==> src/rtl/ddr2cc_pkg.sv <==
package ddr2cc_pkg;
  typedef enum logic [1:0] {
    CMD_NOP = 2'd0,
    CMD_RD  = 2'd1,
    CMD_WR  = 2'd2
  } col_cmd_e;
endpackage

==> src/rtl/ddr2cc_bank_flags.sv <==
module ddr2cc_bank_flags #(
  parameter int NB = 8,
  localparam int BW = $clog2(NB)
) (
  input  logic          clk,
  input  logic          rst_n,
  input  logic          act,
  input  logic          pre,
  input  logic [BW-1:0] sel,
  output logic [NB-1:0] open_mask
);
  for (genvar b = 0; b < NB; b++) begin : g_bank
    always_ff @(posedge clk or negedge rst_n) begin
      if (!rst_n)                          open_mask[b] <= 1'b0;
      else if (pre && sel == BW'(b))       open_mask[b] <= 1'b0;
      else if (act && sel == BW'(b))       open_mask[b] <= 1'b1;
    end
  end
endmodule

==> src/rtl/ddr2cc_gap_timer.sv <==
module ddr2cc_gap_timer #(
  parameter int CW = 3
) (
  input  logic clk,
  input  logic rst_n,
  input  logic issue,
  input  logic issue_rd,
  input  logic bl8,
  output logic col_ok,
  output logic wr_ok
);
  logic [CW-1:0] any_cnt, r2w_cnt, half;

  assign half   = bl8 ? CW'(4) : CW'(2);
  assign col_ok = (any_cnt == '0);
  assign wr_ok  = (r2w_cnt == '0);

  // Counters are loaded with gap-1 at the accepting edge; the command
  // appears one cycle later, so zero is reached exactly gap cycles on.
  always_ff @(posedge clk or negedge rst_n) begin
    if (!rst_n) begin
      any_cnt <= '0;
      r2w_cnt <= '0;
    end else begin
      if (issue)                any_cnt <= half - CW'(1);
      else if (any_cnt != '0)   any_cnt <= any_cnt - CW'(1);
      if (issue && issue_rd)    r2w_cnt <= half + CW'(1);
      else if (r2w_cnt != '0)   r2w_cnt <= r2w_cnt - CW'(1);
    end
  end
endmodule

==> src/rtl/ddr2cc_data_window.sv <==
module ddr2cc_data_window #(
  parameter int DEPTH = 15,
  parameter int LW    = 4
) (
  input  logic          clk,
  input  logic          rst_n,
  input  logic          start,
  input  logic [LW-1:0] lat,
  input  logic [2:0]    beats,
  output logic          win,
  output logic          live
);
  // hist[i] set: a command of this kind was on the bus i cycles ago
  logic [DEPTH-1:0] hist;

  always_ff @(posedge clk or negedge rst_n) begin
    if (!rst_n) hist <= '0;
    else        hist <= {hist[DEPTH-2:0], start};
  end

  always_comb begin
    int first_i, end_i;
    first_i = int'(lat);
    end_i   = int'(lat) + int'(beats);
    win  = 1'b0;
    live = 1'b0;
    for (int i = 0; i < DEPTH; i++) begin
      if (hist[i] && i >= first_i && i < end_i) win  = 1'b1;
      if (hist[i] && i < end_i)                 live = 1'b1;
    end
  end
endmodule

==> src/rtl/ddr2cc_sched.sv <==
module ddr2cc_sched #(
  parameter int NB     = 8,
  parameter int MAX_AL = 5,
  parameter int MIN_CL = 3,
  parameter int MAX_CL = 6,
  localparam int BW    = $clog2(NB),
  localparam int AW    = $clog2(MAX_AL + 1),
  localparam int CLW   = $clog2(MAX_CL + 1),
  localparam int LW    = $clog2(MAX_AL + MAX_CL + 1),
  localparam int DEPTH = MAX_AL + MAX_CL + 4
) (
  input  logic           clk,
  input  logic           rst_n,
  input  logic           bank_act,
  input  logic           bank_pre,
  input  logic [BW-1:0]  bank_sel,
  input  logic           cfg_load,
  input  logic [AW-1:0]  cfg_al,
  input  logic [CLW-1:0] cfg_cl,
  input  logic           cfg_bl8,
  input  logic           req_valid,
  output logic           req_ready,
  input  logic           req_write,
  input  logic [BW-1:0]  req_bank,
  output logic [1:0]     cmd_op,
  output logic [BW-1:0]  cmd_bank,
  output logic           rd_win,
  output logic           wr_win
);
  import ddr2cc_pkg::*;

  logic [NB-1:0]  open_mask;
  logic [AW-1:0]  al_q;
  logic [CLW-1:0] cl_q;
  logic           bl8_q;
  logic [LW-1:0]  rl, wl;
  logic [2:0]     beats;
  logic           col_ok, wr_ok, fire, rd_live, wr_live, busy, cfg_legal;
  col_cmd_e       cmd_q;

  assign rl    = LW'(al_q) + LW'(cl_q);
  assign wl    = rl - LW'(1);
  assign beats = bl8_q ? 3'd4 : 3'd2;

  ddr2cc_bank_flags #(.NB(NB)) u_banks (
    .clk(clk), .rst_n(rst_n), .act(bank_act), .pre(bank_pre),
    .sel(bank_sel), .open_mask(open_mask)
  );

  ddr2cc_gap_timer #(.CW(3)) u_gap (
    .clk(clk), .rst_n(rst_n), .issue(fire), .issue_rd(!req_write),
    .bl8(bl8_q), .col_ok(col_ok), .wr_ok(wr_ok)
  );

  ddr2cc_data_window #(.DEPTH(DEPTH), .LW(LW)) u_rdwin (
    .clk(clk), .rst_n(rst_n), .start(fire && !req_write), .lat(rl),
    .beats(beats), .win(rd_win), .live(rd_live)
  );

  ddr2cc_data_window #(.DEPTH(DEPTH), .LW(LW)) u_wrwin (
    .clk(clk), .rst_n(rst_n), .start(fire && req_write), .lat(wl),
    .beats(beats), .win(wr_win), .live(wr_live)
  );

  assign req_ready = open_mask[req_bank] && col_ok && (!req_write || wr_ok);
  assign fire      = req_valid && req_ready;
  assign busy      = fire || rd_live || wr_live;
  assign cfg_legal = (cfg_al <= AW'(MAX_AL)) && (cfg_cl >= CLW'(MIN_CL)) &&
                     (cfg_cl <= CLW'(MAX_CL));

  always_ff @(posedge clk or negedge rst_n) begin
    if (!rst_n) begin
      al_q  <= '0;
      cl_q  <= CLW'(MIN_CL);
      bl8_q <= 1'b0;
    end else if (cfg_load && !busy && cfg_legal) begin
      al_q  <= cfg_al;
      cl_q  <= cfg_cl;
      bl8_q <= cfg_bl8;
    end
  end

  always_ff @(posedge clk or negedge rst_n) begin
    if (!rst_n) begin
      cmd_q    <= CMD_NOP;
      cmd_bank <= '0;
    end else begin
      cmd_q <= fire ? (req_write ? CMD_WR : CMD_RD) : CMD_NOP;
      if (fire) cmd_bank <= req_bank;
    end
  end

  assign cmd_op = cmd_q;
endmodule

==> config.mk <==
export PLATFORM = sky130hd
export DESIGN_NAME = ddr2cc_sched
export DESIGN_NICKNAME = d
export VERILOG_FILES = /design/src/rtl/ddr2cc_pkg.sv /design/src/rtl/ddr2cc_bank_flags.sv /design/src/rtl/ddr2cc_gap_timer.sv /design/src/rtl/ddr2cc_data_window.sv /design/src/rtl/ddr2cc_sched.sv
export SDC_FILE = /design/constraint.sdc
export NUM_CORES = 1
export LEC_CHECK = 0
export CAP_MARGIN = 25
export CORE_UTILIZATION = 25
export DETAILED_ROUTE_END_ITERATION = 10
export DONT_BUFFER_PORTS = 1
export SYNTH_ARGS = -nofsm -noshare
export SYNTH_HDL_FRONTEND = slang
export SYNTH_HIERARCHICAL = 1
export SYNTH_SLANG_ARGS = --single-unit
==> constraint.sdc <==
create_clock -name clk -period 6.5 [get_ports clk]
set_input_delay 0 -clock clk [delete_from_list [all_inputs] [get_ports clk]]
set_output_delay 0 -clock clk [all_outputs]
set_load 0.005 [all_outputs]
==> metrics.md <==
| Metric | Value |
|---|---|
| Status | `complete, no violations` |
| TritonRoute pass-1 iters | `6` |
| Top post-synthesis cells by count | `54 x dfrtp_1, 53 x nand2_1, 25 x o21ai_0` |
| Post-synthesis simple-gate area fraction | `around 22%` |
| Initial antenna violation count | `1` |
| Grt ovf | `0` |
| EDFF count, synth | `0` |
| Row count | `45` |
| Clock transition at the registers of the reported paths | `0.07 ns` |
| Largest net degree at the start of global routing | `between 50 and 60` |
| First-pass GRT wire length | `about 18000 um` |
| WP data required | `about 6.7 ns` |
| Startpoint types | `register` |
| Crit share post-route | `83.3%` |
| Setup WS post-layout | `1.08 ns` |
| XOR/XNOR Fraction of Synth Area | `around 2.2%` |
| GRT Util Overall | `between 10 and 15%` |
| Layout Nets | `between 400 and 500` |
| Core area | `15300 um2` |
| Async SR Flop Fraction | `between 90% and 100%` |
| CP delay by family, top | `adder cells` |
| Sequential area share after synthesis | `a little over a third` |
| R2r setup slk | `1.08 ns` |
| Largest area contributor in the netlist | `dfrtp_1` |
| Initial detailed-routing violation count | `between 300 and 400` |
| Clock root buffer | `clkbuf_16` |
| Final ANT Viol Nets | `0` |
| H-Tree Depth | `2` |
| Final instance area | `4460 um2` |
| Final setup vio count | `0` |
| Final min period | `roughly 5.4 ns` |
| Top_reg_cell synth | `dfrtp_1` |
| Num CTS Buffers | `5` |
| Largest family of logic cells by synthesized area | `compound AO/OA/AOI/OAI gates` |
| Antenna Cells | `0` |
| Placed cell areas | `about 4000 um2` |
| CP bufs+invs | `3` |
| Clock Skew | `roughly 0.01 ns` |
| Mapped Area | `a little under 4000 um2` |
| MaxCap Viol Count | `0` |
| Die X | `around 130 um` |
| Slew HR | `52.8%` |
| Max stage delay on crit path | `0.63 ns` |
| Mapped Cells | `about 420` |
| Fmax | `185 MHz` |
| Worst hold path type | `in2reg` |
| RSZ-0062 raised after global routing | `no` |
| Area growth syn-to-layout | `12.9%` |
| I/O pins | `28` |
| Hold Fails Final Rpt | `0` |
| Worst-skew pair later-pin latency | `0.30 ns` |
| Compound-Gate Fraction of Synth Area | `24.4%` |
| Synth Area in Adders | `~5.6%` |
| Clock buffer depth | `2` |
| TNS Setup | `0 ns` |
| Synth top area share | `approximately 34%` |
| Layout cell share with drive strength beyond 1 | `between 10% and 20%` |
| CP arrival | `approximately 5.6 ns` |
| Synth area leaders | `dfrtp_1 34%, nand2_1 5.0%, ha_1 4.1%, o21ai_0 3.2%, o211ai_2 2.2%` |
| Routability congestion estimate | `between 0.8 and 0.9` |
| Hpwl dp | `roughly 7400 um` |
| Crit path max-delay cell type | `a2111oi_0` |
| Total wire length | `about 11000 um` |
| Clk sink count | `56` |
| PortBufs | `0` |
| Pin slew with the least headroom to its limit | `a little over 0.7 ns` |
| Mux share of post-synthesis cell area | `3.99%` |
| Via density per instance | `~5.4` |
| Fill cell count | `~1.7k` |
| Initial Utilization | `25.8%` |
| Max FO, Critical Path | `10` |
| WL/cell | `around 17 um` |
| TritonCTS clock tree | `built` |
| Crit Path Category | `reg2reg` |
| Number of global-route vias before repair | `between 3k and 4k` |
| Mean Syn Cell Area | `around 9.5 um2` |
| Seq cells post-synth | `56` |
| DR vias | `around 3.5k` |
| Final Util | `between 20% and 30%` |
| Cell variety after synth | `73` |
| Placement Setup Slack | `~1.8 ns` |
| Storage cell area | `approximately 1400 um2` |
| Drt drc | `0` |
| Chip Height | `128 um` |
| Multi-input gate area | `2290 um2` |
| Die ar. | `~16000 um2` |
| Max-slew violations | `0` |
| Synth warn | `6` |
| Crit path cell chain | `ha_1 -> inv_1 -> ha_1 -> inv_1 -> fa_1 -> xor2_1 -> a2111oi_0 -> o221ai_1 -> or3_1 -> nor3b_1 -> nand3_1 -> nand2_1 -> o211ai_2 -> dlygate4sd3_1` |
| Most numerous cell in the Yosys netlist | `dfrtp_1` |
| Crit end category | `register` |
==> state kept, by name, summed over array words and instances (netlist names) <==
signal	cells
al_q	3
bl8_q	1
cl_q	3
cmd_bank	3
cmd_op	2
u_banks/open_mask	8
u_gap/any_cnt	3
u_gap/r2w_cnt	3
u_rdwin/hist	15
u_wrwin/hist	15
==> area by class of cell <==
class,instances,share of cell area (%)
multi-input cells,318,51.4
repair buffers,26,6.06
clock buffers,6,3.11
flip-flops and latches,56,31.5
inverters,21,1.77
clock inverters,2,0.224
well taps,211,5.92
==> timing repair <==
item	in CTS	in global routing
hold buffers	23	0
endpoints found under the hold margin	78	0
gates resized for setup	0	0
buffers inserted	0	0
==> through the flow <==
stage                     instances  hold WS (ns)
after floorplan                 416        -0.296
after global placement          609        -0.294
after detailed placement        609        -0.294
after CTS                       640       0.00705
after global routing            640        0.0237
final                           640        0.0113
==> cells by family after synthesis <==
logic type,Yosys count
simple gates,153
mux,12
flops,56
buf+inv,42
other cells,1
fa+ha+maj,16
xor+xnor,10
compound gates,125
==> path summary, 6_finish.rpt <==
path / start / cells past startpoint / endpoint
setup / recovery: al_q[0]$_DFFE_PN0P_ / 14 / cl_q[2]$_DFFE_PN0P_
hold / removal: bank_pre / 2 / u_banks/open_mask[7]$_DFFE_PN0P_
setup reg to reg: al_q[0]$_DFFE_PN0P_ / 14 / cl_q[2]$_DFFE_PN0P_
hold reg to reg: u_wrwin/hist[9]$_DFF_PN0_ / 0 / u_wrwin/hist[10]$_DFF_PN0_
max in group asynchronous: rst_n / 2 / cl_q[1]$_DFFE_PN1P_
min in group asynchronous: rst_n / 2 / u_rdwin/hist[1]$_DFF_PN0_
==> layer usage <==
metal	wire, um	global-route usage [%]	part of all wire [%]	vias up
li1	-	-	-	1589
met1	4440	16.8	42	1668
met2	5150	23.2	48	178
met3	820	2.80	7.7	29
met4	216	4.84	2.0	2
met5	13	0	0.12	-
==> placed cells by master (no fill, tap or decap), drive strengths merged, types with 8 or more instances in the layout <==
cell type	n
inv	20
nand2	53
nor3	8
dlygate4sd3	22
nor2	17
dfrtp	54
a21o	11
and2	11
nand3	13
o21ai	27
nand4	11
ha	13
a21oi	16
Power is not shown: default switching activity piles up to over one toggle a cycle in this logic, so the estimate is an artifact.
